$ cat config.mk
export PLATFORM = sky130hd
export DESIGN_NAME = irq_pulse_bridge
export DESIGN_NICKNAME = d
export VERILOG_FILES = /design/src/rtl/irq_bridge_pkg.sv /design/src/rtl/irq_sync.sv /design/src/rtl/irq_route.sv /design/src/rtl/irq_line_fsm.sv /design/src/rtl/irq_pulse_bridge.sv
export SDC_FILE = /design/constraint.sdc
export NUM_CORES = 1
export LEC_CHECK = 0
export BUFFER_PORTS_ARGS = -buffer_cell sky130_fd_sc_hd__buf_2
export CELL_PAD_IN_SITES_DETAIL_PLACEMENT = 1
export CELL_PAD_IN_SITES_GLOBAL_PLACEMENT = 1
export CORE_ASPECT_RATIO = 1.4
export CORE_MARGIN = 5
export CORE_UTILIZATION = 30
export DETAILED_ROUTE_END_ITERATION = 16
export GPL_TIMING_DRIVEN = 1
export HOLD_SLACK_MARGIN = 0.15
export PLACE_DENSITY = 0.73
export SLEW_MARGIN = 10
export SYNTH_ARGS = -nofsm -noshare
export SYNTH_HDL_FRONTEND = slang
export SYNTH_SLANG_ARGS = --single-unit
$ cat constraint.sdc
create_clock -name clk_i -period 1.95 [get_ports clk_i]
set_input_delay 0.0975 -clock clk_i [delete_from_list [all_inputs] [get_ports clk_i]]
set_output_delay 0.0975 -clock clk_i [all_outputs]
set_load 0.01 [all_outputs]
$ cat src/rtl/irq_bridge_pkg.sv
package irq_bridge_pkg;

   localparam int unsigned DEF_NUM_SRC     = 16;
   localparam int unsigned DEF_NUM_LINES   = 9;
   localparam int unsigned DEF_SEL_W       = 4;
   localparam int unsigned DEF_SYNC_STAGES = 2;

   typedef enum logic [1:0] {
      LN_IDLE          = 2'd0,
      LN_PULSED_WAIT   = 2'd1,
      LN_REARM         = 2'd2
   } line_state_e;

endpackage

$ cat src/rtl/irq_sync.sv
module irq_sync #(
   parameter int unsigned WIDTH  = 16,
   parameter int unsigned STAGES = 2
) (
   input  logic             clk_i,
   input  logic             rst_ni,
   input  logic [WIDTH-1:0] async_i,
   output logic [WIDTH-1:0] sync_o
);

   localparam int unsigned LAST = STAGES - 1;

   initial begin
      assert (STAGES >= 2) else $fatal(1, "irq_sync: need at least two stages");
   end

   logic [STAGES-1:0][WIDTH-1:0] stage_q;

   always_ff @(posedge clk_i or negedge rst_ni) begin
      if (!rst_ni) begin
         stage_q[0] <= '0;
      end else begin
         stage_q[0] <= async_i;
      end
   end

   for (genvar g = 1; g < STAGES; g++) begin : g_stage
      always_ff @(posedge clk_i or negedge rst_ni) begin
         if (!rst_ni) begin
            stage_q[g] <= '0;
         end else begin
            stage_q[g] <= stage_q[g-1];
         end
      end
   end

   assign sync_o = stage_q[LAST];

endmodule

$ cat src/rtl/irq_route.sv
module irq_route #(
   parameter int unsigned NUM_SRC   = 16,
   parameter int unsigned NUM_LINES = 9,
   parameter int unsigned SEL_W     = 4
) (
   input  logic [NUM_SRC-1:0]       level_i,
   input  logic [NUM_SRC*SEL_W-1:0] sel_i,
   input  logic [NUM_SRC-1:0]       mask_i,
   output logic [NUM_LINES-1:0]     line_req_o
);

   initial begin
      assert (NUM_LINES <= (1 << SEL_W))
         else $fatal(1, "irq_route: selector too narrow for line count");
   end

   logic [NUM_SRC-1:0] live;
   assign live = level_i & ~mask_i;

   logic [NUM_LINES-1:0][NUM_SRC-1:0] hit;

   for (genvar l = 0; l < NUM_LINES; l++) begin : g_line
      for (genvar s = 0; s < NUM_SRC; s++) begin : g_src
         localparam int unsigned LSB = s * SEL_W;
         assign hit[l][s] = live[s] && (sel_i[LSB +: SEL_W] == SEL_W'(l));
      end
      assign line_req_o[l] = |hit[l];
   end

endmodule

$ cat src/rtl/irq_line_fsm.sv
module irq_line_fsm
   import irq_bridge_pkg::*;
(
   input  logic clk_i,
   input  logic rst_ni,
   input  logic req_i,
   input  logic ack_i,
   output logic pulse_o
);

   line_state_e state_q, state_d;
   logic        ack_q;
   logic        ack_rise;
   logic        pulse_d;

   assign ack_rise = ack_i & ~ack_q;

   always_comb begin
      state_d = state_q;
      pulse_d = 1'b0;
      unique case (state_q)
         LN_IDLE: begin
            if (req_i) begin
               pulse_d = 1'b1;
               state_d = LN_PULSED_WAIT;
            end
         end
         LN_PULSED_WAIT: begin
            if (ack_rise) begin
               state_d = LN_REARM;
            end
         end
         LN_REARM: begin
            if (req_i) begin
               pulse_d = 1'b1;
               state_d = LN_PULSED_WAIT;
            end else begin
               state_d = LN_IDLE;
            end
         end
         default: state_d = LN_IDLE;
      endcase
   end

   always_ff @(posedge clk_i or negedge rst_ni) begin
      if (!rst_ni) begin
         state_q <= LN_IDLE;
         ack_q   <= 1'b0;
         pulse_o <= 1'b0;
      end else begin
         state_q <= state_d;
         ack_q   <= ack_i;
         pulse_o <= pulse_d;
      end
   end

endmodule

$ cat src/rtl/irq_pulse_bridge.sv
module irq_pulse_bridge
   import irq_bridge_pkg::*;
#(
   parameter int unsigned NUM_SRC     = DEF_NUM_SRC,
   parameter int unsigned NUM_LINES   = DEF_NUM_LINES,
   parameter int unsigned SEL_W       = DEF_SEL_W,
   parameter int unsigned SYNC_STAGES = DEF_SYNC_STAGES
) (
   input  logic                     clk_i,
   input  logic                     rst_ni,
   input  logic [NUM_SRC-1:0]       irq_src_i,
   input  logic [NUM_SRC*SEL_W-1:0] route_sel_i,
   input  logic [NUM_SRC-1:0]       route_mask_i,
   input  logic [NUM_LINES-1:0]     core_ack_i,
   output logic [NUM_LINES-1:0]     core_pulse_o,
   output logic [NUM_SRC-1:0]       src_status_o
);

   initial begin
      assert (NUM_SRC >= 1)   else $fatal(1, "irq_pulse_bridge: NUM_SRC must be >= 1");
      assert (NUM_LINES >= 1) else $fatal(1, "irq_pulse_bridge: NUM_LINES must be >= 1");
   end

   logic [NUM_SRC-1:0]   src_sync;
   logic [NUM_LINES-1:0] line_req;

   irq_sync #(
      .WIDTH  (NUM_SRC),
      .STAGES (SYNC_STAGES)
   ) u_sync (
      .clk_i   (clk_i),
      .rst_ni  (rst_ni),
      .async_i (irq_src_i),
      .sync_o  (src_sync)
   );

   irq_route #(
      .NUM_SRC   (NUM_SRC),
      .NUM_LINES (NUM_LINES),
      .SEL_W     (SEL_W)
   ) u_route (
      .level_i    (src_sync),
      .sel_i      (route_sel_i),
      .mask_i     (route_mask_i),
      .line_req_o (line_req)
   );

   for (genvar l = 0; l < NUM_LINES; l++) begin : g_line
      irq_line_fsm u_fsm (
         .clk_i   (clk_i),
         .rst_ni  (rst_ni),
         .req_i   (line_req[l]),
         .ack_i   (core_ack_i[l]),
         .pulse_o (core_pulse_o[l])
      );
   end

   assign src_status_o = src_sync;

endmodule

### After elaboration in Yosys (flattened, before gate mapping)

Cells that the tools add are included.

| storage, ports and cells | value |
|---|---|
| register bits after elaboration | 68 |
| bits in latches | 0 |
| RAM bits | 0 |
| memory bits (read-only) | 0 |
| bits of input ports | 107 |
| logic and storage cells | 463 |
| memories | 0 |

| operators by class | value |
|---|---|
| add/sub/neg operators | 0 |
| multipliers | 0 |
| divide/modulo/power cells | 0 |
| order comparisons | 0 |
| equal/unequal tests | 164 |
| shift-type cells | 0 |
| multiplexer cells | 54 |
| bitwise gates (word level) | 20 |
| reductions and logical operators | 196 |

Operators with widths:

| cell | count |
|---|---|
| == test 4 x 3 -> 1 bit (second input constant) | 64 |
| logical AND 1 bit | 144 |
| OR reduction 16 bit | 9 |
| == test 4 x 2 -> 1 bit (second input constant) | 32 |
| == test 4 x 1 -> 1 bit (second input constant) | 16 |
| == test 4 bit (second input constant) | 16 |
| zero test 4 bit | 16 |
| one-hot mux 2 bit (3 select lines) | 9 |
| two-way mux 2 bit | 18 |
| inequality test 2 x 1 -> 1 bit (second input constant) | 18 |
| two-way mux 1 bit | 27 |
| == test 2 x 1 -> 1 bit (second input constant) | 9 |
| == test 2 bit (second input constant) | 9 |
| zero test 2 bit | 9 |
| AND reduction 2 bit | 9 |
| OR reduction 2 bit | 9 |
| AND 16 bit | 1 |
| inverter 16 bit | 1 |
| AND 1 bit | 9 |
| inverter 1 bit | 9 |

### Longest topological paths before layout

Gate-level depths: netlist (run 1).

| depth | value |
|---|---|
| depth in word-level cells | 6 |
| depth in mapped cells | 6 |

### By module

A second synthesis (run 1) with hierarchy kept.

| unflattened totals | value |
|---|---|
| cells, all modules | 382 |
| area total of the unflattened synthesis | 3796.1 um^2 |

Modules (own cells, without submodules):

| module | times used | cells an instance | area each (um^2) | sequential area each (um^2) |
|---|---|---|---|---|
| irq_route | 1 | 253 | 1681.6 | 0.0 |
| irq_line_fsm | 9 | 9 | 132.6 | 100.1 |
| irq_sync | 1 | 48 | 920.9 | 800.8 |

### Least setup slack after synthesis (run 1)

No wires, ideal clock.

| timing path | value |
|---|---|
| path kind | register to register |
| from | reg u_sync.stage_q, in the netlist u_sync.sync_o[12] |
| to | reg g_line[2].u_fsm.state_q[0] |
| data arrival time | 1.566 ns |
| data required time | 1.885 ns |
| path slack | 0.319 ns |
| cell stages (with the launch flop) | 7 |
| buffers on the path | 0 |
| cells stage by stage | dfrtp_1 > or4b_4 > or3b_1 > o221ai_2 > nor4_2 > a21oi_2 > a31o_1 |

| on the way | value |
|---|---|
| longest elaborated chain between the ends | 5 |

RTL lines:

| item | RTL line | text |
|---|---|---|
| start: declaration | irq_sync.sv:17 | `logic [STAGES-1:0][WIDTH-1:0] stage_q;` |
| start signal: indexed assignment | irq_sync.sv:32 | `stage_q[g] <= stage_q[g-1];` |
| AND 16 bit * | irq_route.sv:18 | `assign live = level_i & ~mask_i;` |
| logical AND 1 bit * | irq_route.sv:25 | `assign hit[l][s] = live[s] && (sel_i[LSB +: SEL_W] == SEL_W'(l));` |
| OR reduction 16 bit * | irq_route.sv:27 | `assign line_req_o[l] = \|hit[l];` |
| two-way mux 1 bit / inequality test 2 x 1 -> 1 bit (equally long branches) | - |  |
| one-hot mux 2 bit (3 select lines) / AND reduction 2 bit (equally long branches) | - |  |
| end signal: assignment | irq_line_fsm.sv:51 | `state_q <= state_d;` |
| end: declaration | irq_line_fsm.sv:11 | `line_state_e state_q, state_d;` |

Mark *: on every way between the ends. The rest lies on a longest branch, timed or not.
A chain may end at the register's enable or synchronous reset.

### Final worst setup path (run 1)

| timing path | value |
|---|---|
| from | reg u_sync.stage_q, in the netlist u_sync.sync_o[12] |
| to | reg g_line[4].u_fsm.state_q[0] |

| on the way | value |
|---|---|
| longest elaborated chain between the ends | 5 |

RTL lines:

| item | RTL line |
|---|---|
| AND 16 bit * | irq_route.sv:18 |
| logical AND 1 bit * | irq_route.sv:25 |
| OR reduction 16 bit * | irq_route.sv:27 |
| two-way mux 1 bit / inequality test 2 x 1 -> 1 bit (equally long branches) | - |
| one-hot mux 2 bit (3 select lines) / AND reduction 2 bit (equally long branches) | - |
| end signal: assignment | irq_line_fsm.sv:51 |
| end: declaration | irq_line_fsm.sv:11 |

Marks and branches as above.

==> out/summary.log, run 1 <==
qor: clock_tree.clock_latency 340 ps
qor: setup_path.worst_setup_path_start_kind flop
qor: setup_path.crit-reg2reg-launch u_sync.sync_o[12]
qor: power.p_clk_share 42.7%
qor: grt.grt.total_usage 19.3%
qor: routing.vias_per_cell 5.39
qor: power.power_leakage 2.26 nW
qor: clock_tree.numClockSinks 68
qor: run_status.violations setup timing
qor: clock_tree.clk_root_buffer_cell sky130_fd_sc_hd__clkbuf_16
qor: setup_path.setup.worst_path.start u_sync.sync_o[12]
qor: layout.num-nets-final 647
qor: timing.timing.setup.tns -6.92 ps
qor: floorplan.dieHeight 143 um
qor: clock_tree.clock_pin_slew_of_the_registers_on_the_worst_case_setup_and_hold_paths 70 ps
qor: timing.final.setup_skew 11.8 ps
qor: logic_synthesis.register_area_share_after_synthesis 44.8%
qor: logic_synthesis.count_of_flip_flops_with_a_built_in_enable_after_synthesis 0
qor: setup_path.path_max_fanout 5
qor: timing.finalHoldWorstSlack 195 ps
qor: logic_synthesis.ys_ff_latch 68
qor: floorplan.die_x 105 um
qor: logic_synthesis.netlist-cell-type-count 51
qor: timing.setup-violations-final 1
qor: routing.drt_pass1_iterations 4
qor: floorplan.rows 48
qor: clock_tree.tritoncts.num_buffers 9
qor: layout.antenna_cells 0
qor: logic_synthesis.asyncSetResetFlopFracSynth 100%
qor: floorplan.ios 132
qor: grt.grt_start_max_net_pins 69
qor: worst_hold_path.timing.hold.worst.start route_sel_i[32]
qor: logic_synthesis.synth_flop_cell sky130_fd_sc_hd__dfrtp_1
qor: placed_design.dpl_worst_slack -401 ps
qor: grt.antenna_found_initial 0
qor: timing.rsz_0062_raised_after_global_routing false
qor: timing.finalWorstPathRequiredPeriod 1960 ps
qor: routing.average_routed_wire_per_standard_cell 21.0 um
qor: timing.min_period_over_period 100%
qor: clock_tree.cts_tree done
qor: setup_path.cp-end-kind flop
qor: layout.area_delta_synth_final 40.5%
qor: placed_design.hpwlAfterDp 11900 um
qor: grt.grt_pass1_wl 22200 um
qor: timing.timing.final.ws_setup -6.92 ps
qor: power.seq_power_share 40.1%
qor: clock_tree.clockBufferDepth 2
qor: routing.drtIter0Drc 152
qor: floorplan.start_util 30.7%
qor: logic_synthesis.synth_top_area_share 44.8%
qor: worst_hold_path.worstHoldPathType in -> reg
qor: run_status.status complete, but fails checks
qor: logic_synthesis.syn-cell-area 3790 um2
qor: grt.first_global_vias 4134
qor: timing.timing_worst_slew_pin_value 722 ps
qor: grt.global_route.overflow_total 0
qor: setup_path.startpoint_to_endpoint_class_of_the_critical_path reg -> reg
qor: power.swShare 26.2%
qor: logic_synthesis.synthesis.nets 487
qor: logic_synthesis.total_of_warnings_raised_by_yosys 0
qor: layout.layout-drive-gt1-share 37.6%
qor: logic_synthesis.postSynthAreaPerCell 9.99 um2
qor: floorplan.design.core.area 12400 um2
qor: power.switching_power 1.10 mW
qor: logic_synthesis.synth_area_leader_cell sky130_fd_sc_hd__dfrtp_1
qor: power.share_comb_of_total_power 17.2%
qor: logic_synthesis.netlist_instances 380
qor: clock_tree.htreeDepth 3
qor: power.intPower 3.09 mW
qor: floorplan.dieArea 15000 um2
qor: timing.final_max_slew_viol_count 0
qor: routing.route.antenna.remaining_nets 0
qor: setup_path.worst_ep_arrival_time 2170 ps
qor: power.irDropWorstVdd 359 uV
qor: logic_synthesis.synthTopCellsByArea sky130_fd_sc_hd__dfrtp_1, sky130_fd_sc_hd__buf_4, sky130_fd_sc_hd__nand2b_1
qor: setup_path.timing.critical_path.required 2160 ps
qor: timing.timing.slew.headroom 51.2%
qor: power.power.density_cell_area 786 nW/um2
qor: placed_design.place_congestion 0.920
qor: routing.drt-total-wl 14600 um
qor: timing.hold_violations_final 0
qor: timing.max_freq 511 MHz
qor: job.cap_viol_max_count 0
qor: placed_design.number_of_buffers_inserted_by_port_buffering 131
qor: routing.num_vias 3749
qor: routing.drc 0
==> layout make-up <==
type / count / area [um2]
clock buffers: 11 / 243
well taps: 150 / 188
inverters: 14 / 52.6
multi-input cells: 273 / 2000
flip-flops and latches: 68 / 1700
clock inverters: 5 / 83.8
fillers: 1408 / 7040
repair buffers: 174 / 1060
==> state kept, by name, indices dropped and copies added, names as in the netlist <==
register              flops
g_line.u_fsm.ack_q        9
u_sync.stage_q           16
g_line.u_fsm.state_q     18
u_sync.sync_o            16
g_line.u_fsm.pulse_o      9
==> kinds of logic after synthesis <==
group,count (synthesis),synth area share [%]
buffers and inverters,39,6.33
AO/OA/AOI/OAI,65,13.0
AND/OR/NAND/NOR,208,35.9
flip-flops,68,44.8
==> power by group through the flow <==
| stage | registers (mW) | logic [mW] | clock network [mW] |
|---|---|---|---|
| after floorplan | 1.68 | 0.364 | 0 |
| after global placement | 1.70 | 0.631 | 0 |
| after detailed placement | 1.71 | 0.652 | 0 |
| after CTS | 1.68 | 0.704 | 1.84 |
| after global routing | 1.70 | 0.786 | 1.91 |
| final | 1.68 | 0.719 | 1.79 |
==> per-layer routing <==
layer | wire length (um) | GRT usage (%)
met2 | 7770 | 34.9
met5 | 0 | 0
met4 | 659 | 10.4
met3 | 608 | 3.39
met1 | 5570 | 21.3
==> through the flow <==
stage	power [mW]	utilization (%)	cells	area (um2)
detailed placement	2.36	36.9	650	4570
floorplan	2.04	-	380	3790
global route	4.39	43.1	695	5330
CTS	4.23	42.0	693	5200
global placement	2.33	36.9	650	4570
finish	4.19	43.1	695	5330
==> final timing paths <==
| path | endpoint | slack [ps] | depth (start not counted) |
|---|---|---|---|
| hold reg to reg | u_sync.sync_o[8] | 340 | 0 |
| max in group asynchronous | g_line[1].u_fsm.state_q[1] | 1320 | 3 |
| min in group asynchronous | u_sync.sync_o[8] | 310 | 3 |
| setup reg to reg | g_line[4].u_fsm.state_q[0] | -7 | 5 |
| setup / recovery | g_line[4].u_fsm.state_q[0] | -7 | 5 |
| hold / removal | g_line[7].u_fsm.pulse_o | 200 | 3 |
==> timing repair <==
| action | 4_1_cts | 5_1_grt |
|---|---|---|
| pin swaps | 0 | 5 |
| resized for setup | 7 | 22 |
| buffers inserted | 0 | 2 |
| hold endpoints to repair | 110 | 0 |
| hold buffers | 27 | 0 |
| setup endpoints to repair | 6 | 10 |
| cloned | 0 | 0 |
==> worst max-delay path: stages, from the launching register on <==
cell and delay, ps:
sky130_fd_sc_hd__dfrtp_1 420, sky130_fd_sc_hd__and4bb_2 280, sky130_fd_sc_hd__a2111oi_2 570, sky130_fd_sc_hd__and4_1 290
sky130_fd_sc_hd__a41oi_2 100, sky130_fd_sc_hd__o21bai_1 170
==> placed cells by master, fill, tap and decap left out, types with 4 or more instances in the layout <==
cell type and count:
sky130_fd_sc_hd__a31o_1 4, sky130_fd_sc_hd__a31oi_1 6, sky130_fd_sc_hd__buf_2 131, sky130_fd_sc_hd__buf_4 15, sky130_fd_sc_hd__clkbuf_16 9, sky130_fd_sc_hd__dfrtp_1 68, sky130_fd_sc_hd__dlygate4sd3_1 27, sky130_fd_sc_hd__inv_1 14
sky130_fd_sc_hd__nand2_1 20, sky130_fd_sc_hd__nand2b_1 25, sky130_fd_sc_hd__nand3_1 14, sky130_fd_sc_hd__nand3b_1 11, sky130_fd_sc_hd__nand4_1 7, sky130_fd_sc_hd__nor2_1 21, sky130_fd_sc_hd__nor2b_1 7, sky130_fd_sc_hd__nor3_1 23
sky130_fd_sc_hd__nor3_2 5, sky130_fd_sc_hd__nor3b_1 17, sky130_fd_sc_hd__nor4_1 4, sky130_fd_sc_hd__nor4_2 4, sky130_fd_sc_hd__nor4b_1 4, sky130_fd_sc_hd__nor4b_2 4, sky130_fd_sc_hd__nor4bb_1 5, sky130_fd_sc_hd__o21ai_0 4
sky130_fd_sc_hd__o22ai_1 17, sky130_fd_sc_hd__or2b_2 5, sky130_fd_sc_hd__or4b_1 6, sky130_fd_sc_hd__or4bb_1 4, sky130_fd_sc_hd__or4bb_4 4
==> synthesized netlist by cell type, types with 3 or more instances <==
master,number
sky130_fd_sc_hd__a2111oi_0,4
sky130_fd_sc_hd__a31o_1,4
sky130_fd_sc_hd__a31oi_1,6
sky130_fd_sc_hd__a32oi_1,3
sky130_fd_sc_hd__buf_4,25
sky130_fd_sc_hd__dfrtp_1,68
sky130_fd_sc_hd__inv_1,14
sky130_fd_sc_hd__nand2_1,20
sky130_fd_sc_hd__nand2b_1,25
sky130_fd_sc_hd__nand3_1,14
sky130_fd_sc_hd__nand3b_1,11
sky130_fd_sc_hd__nand4_1,7
sky130_fd_sc_hd__nand4b_1,3
sky130_fd_sc_hd__nor2_1,21
sky130_fd_sc_hd__nor2b_1,7
sky130_fd_sc_hd__nor3_1,28
sky130_fd_sc_hd__nor3b_1,17
sky130_fd_sc_hd__nor4_1,7
sky130_fd_sc_hd__nor4b_1,8
sky130_fd_sc_hd__nor4bb_1,7
sky130_fd_sc_hd__o21ai_0,4
sky130_fd_sc_hd__o22ai_1,18
sky130_fd_sc_hd__o32ai_1,6
sky130_fd_sc_hd__or2b_2,5
sky130_fd_sc_hd__or3_1,3
sky130_fd_sc_hd__or4b_1,6
sky130_fd_sc_hd__or4bb_1,8
Power figures use the tool's default switching activity.
==> run 2: changes to the inputs <==
--- a/config.mk
+++ b/config.mk
@@ -15,6 +15,7 @@
 export GPL_TIMING_DRIVEN = 1
 export HOLD_SLACK_MARGIN = 0.15
 export PLACE_DENSITY = 0.73
+export RECOVER_POWER = 25
 export SLEW_MARGIN = 10
 export SYNTH_ARGS = -nofsm -noshare
 export SYNTH_HDL_FRONTEND = slang
==> out/summary.log, run 2 (synthesis results as in run 1) <==
qor: run_status.status complete, but fails checks
qor: run_status.violations setup timing
qor: setup_path.worst_ep_arrival_time 2170 ps [about the same]
qor: grt.first_global_vias 4134 [unchanged]
qor: setup_path.worst_setup_path_start_kind flop
qor: placed_design.dpl_cells 650 [unchanged]
qor: grt.antenna_found_initial 0 [unchanged]
qor: power.power.density_cell_area 787 nW/um2 [+0.13%]
qor: routing.drtIter0Drc 152 [unchanged]
qor: floorplan.ios 132 [unchanged]
qor: setup_path.startpoint_to_endpoint_class_of_the_critical_path reg -> reg
qor: grt.grt_pass1_wl 22200 um [unchanged]
qor: layout.most-common-layout-cells sky130_fd_sc_hd__buf_2, sky130_fd_sc_hd__dfrtp_1, sky130_fd_sc_hd__dlygate4sd3_1
qor: clock_tree.numClockSinks 68 [unchanged]
qor: timing.timing.slew.headroom 51.2% [unchanged]
qor: routing.drc 0 [unchanged]
qor: placed_design.dpl-instance-area 4570 um2 [unchanged]
qor: timing.setup-violations-final 1 [unchanged]
qor: clock_tree.clockBufferDepth 2 [unchanged]
qor: layout.mostFrequentLayoutCell sky130_fd_sc_hd__buf_2
qor: placed_design.hpwlAfterDp 11900 um [unchanged]
qor: clock_tree.tritoncts.num_buffers 9 [unchanged]
qor: timing.hold_violations_final 0 [unchanged]
qor: layout.postLayoutCellArea 5320 um2 [-0.19%]
qor: setup_path.setup.worst_path.start u_sync.sync_o[12]
qor: floorplan.start_util 30.7% [unchanged]
qor: setup_path.endpoint g_line[4].u_fsm.state_q[0]
qor: routing.route.antenna.remaining_nets 0 [unchanged]
qor: timing.finalHoldWorstSlack 196 ps [+0.492 ps]
qor: layout.flip_flop_count_of_the_largest_register_all_copies_and_words_added 18 [unchanged]
qor: clock_tree.clock_pin_slew_of_the_registers_on_the_worst_case_setup_and_hold_paths 70 ps [about the same]
qor: layout.antenna_cells 0 [unchanged]
qor: placed_design.place_congestion 0.920 [unchanged]
qor: timing.rsz_0062_raised_after_global_routing false
qor: routing.drt-total-wl 14600 um [-0.14%]
qor: routing.drt_pass1_iterations 4 [unchanged]
qor: timing.max_freq 511 MHz [unchanged]
qor: timing.timing_worst_slew_pin_value 722 ps [unchanged]
qor: setup_path.endpoint_of_the_most_critical_register_to_register_path g_line[4].u_fsm.state_q[0]
qor: setup_path.r2r_slack -7 ps [about the same]
qor: clock_tree.clock_latency 340 ps [about the same]
qor: timing.final.setup_skew 11.8 ps [unchanged]
qor: layout.layout-drive-gt1-share 36.1% [-1.5 points]
qor: worst_hold_path.worstHoldPathType in -> reg
qor: power.power_leakage 2.24 nW [-0.97%]
qor: power.totalPowerFinal 4.19 mW [about the same]
qor: setup_path.path_max_fanout 5 [unchanged]
qor: floorplan.design.core.area 12400 um2 [unchanged]
qor: layout.register_bank_with_the_most_flops g_line.u_fsm.state_q
qor: clock_tree.htreeDepth 3 [unchanged]
qor: power.irDropWorstVdd 359 uV [about the same]
qor: timing.timing.final.ws_setup -6.93 ps [-0.00200 ps]
qor: layout.area_delta_synth_final 40.2%
qor: floorplan.die_x 105 um [unchanged]
qor: routing.average_routed_wire_per_standard_cell 21.0 um [-0.14%]
qor: job.cap_viol_max_count 0 [unchanged]
qor: grt.global_route.overflow_total 0 [unchanged]
qor: timing.finalWorstPathRequiredPeriod 1960 ps [+0.00200 ps]
qor: setup_path.rr_worst_depth 5 [unchanged]
qor: setup_path.cp-end-kind flop
qor: layout.finalCoreUtilization 43.0% [-0.081 points]
qor: clock_tree.cts_tree done
qor: floorplan.dieArea 15000 um2 [unchanged]
qor: routing.vias_per_cell 5.39 [unchanged]
qor: timing.min_period_over_period 100% [about the same]
qor: setup_path.crit-reg2reg-launch u_sync.sync_o[12]
qor: layout.num-nets-final 647 [unchanged]
qor: floorplan.rows 48 [unchanged]
qor: grt.grt.total_usage 19.3% [unchanged]
qor: setup_path.timing.critical_path.required 2160 ps [about the same]
qor: clock_tree.clk_root_buffer_cell sky130_fd_sc_hd__clkbuf_16
qor: routing.num_vias 3749 [unchanged]
qor: timing.final_max_slew_viol_count 0 [unchanged]
qor: layout.finish.cell_count_without_fillers 695 [unchanged]
qor: floorplan.dieHeight 143 um [unchanged]
qor: grt.grt_start_max_net_pins 69 [unchanged]
qor: placed_design.number_of_buffers_inserted_by_port_buffering 131 [unchanged]
-- run 2: changes by cell type in the layout (fill, tap and decap cells not counted), sizes merged --
cell    before  now
clkbuf      11   19
buf        147  139
-- run 2: how the worst min path moves through the flow --
stage | start | endpoint | cells after the start
after floorplan | rst_ni | g_line[0].u_fsm.ack_q | 0
final | route_sel_i[3] | g_line[8].u_fsm.pulse_o | 3
after global placement | rst_ni | u_sync.stage_q[7] | 2
after detailed placement | rst_ni | u_sync.stage_q[15] | 2
after CTS | route_sel_i[11] | g_line[8].u_fsm.pulse_o | 3
after global routing | route_mask_i[2] | g_line[4].u_fsm.pulse_o | 4
-- run 2: what timing repair did --
action                                  in CTS  in global routing
gates cloned                                 0                  0
endpoints found under the setup margin       6                 10
buffers inserted                             0                  2
hold endpoints to repair                   110                  0
hold buffers                                27                  0
pin swaps                                    0                  5
gates resized for setup                      7                 22
-- run 2: per-stage QoR --
| step | worst slack (ps) | TNS [ps] |
|---|---|---|
| 6_report | -6.93 | -6.93 |
| 5_1_grt | 2.97 | 0 |
| 4_1_cts | -13.4 | -26.1 |
| 3_5_place_dp | -401 | -801 |
| 3_3_place_gp | -472 | -873 |
| 2_1_floorplan | 319 | 0 |
-- run 2: worst max-delay path: stages (launching register included) --
cell,delay (ps)
sky130_fd_sc_hd__dfrtp_1,420
sky130_fd_sc_hd__and4bb_2,280
sky130_fd_sc_hd__a2111oi_2,570
sky130_fd_sc_hd__and4_1,290
sky130_fd_sc_hd__a41oi_2,100
sky130_fd_sc_hd__o21bai_1,170
-- run 2: power breakdown --
group / switching (mW) / internal (mW) / leakage (nW)
Clock: 0.630 / 1.16 / 0.152
Sequential: 0.102 / 1.58 / 0.832
Combinational: 0.368 / 0.349 / 1.26
-- run 2: layout make-up --
| class | count | area [um2] |
|---|---|---|
| Fill cell | 1409 | 7050 |
| Multi-Input combinational cell | 273 | 2000 |
| Tap cell | 150 | 188 |
| Clock inverter | 5 | 83.8 |
| Inverter | 14 | 52.6 |
| Sequential cell | 68 | 1700 |
| Timing Repair Buffer | 174 | 1050 |
| Clock buffer | 11 | 243 |
-- run 2: layer usage --
layer  part of all wire, %  track usage, %  vias to the layer above
li1                      -               -                     1757
met1                    38            21.3                     1844
met2                    53            34.9                      112
met3                   4.2            3.39                       36
met4                   4.5            10.4                        0
met5                     0               0                        -
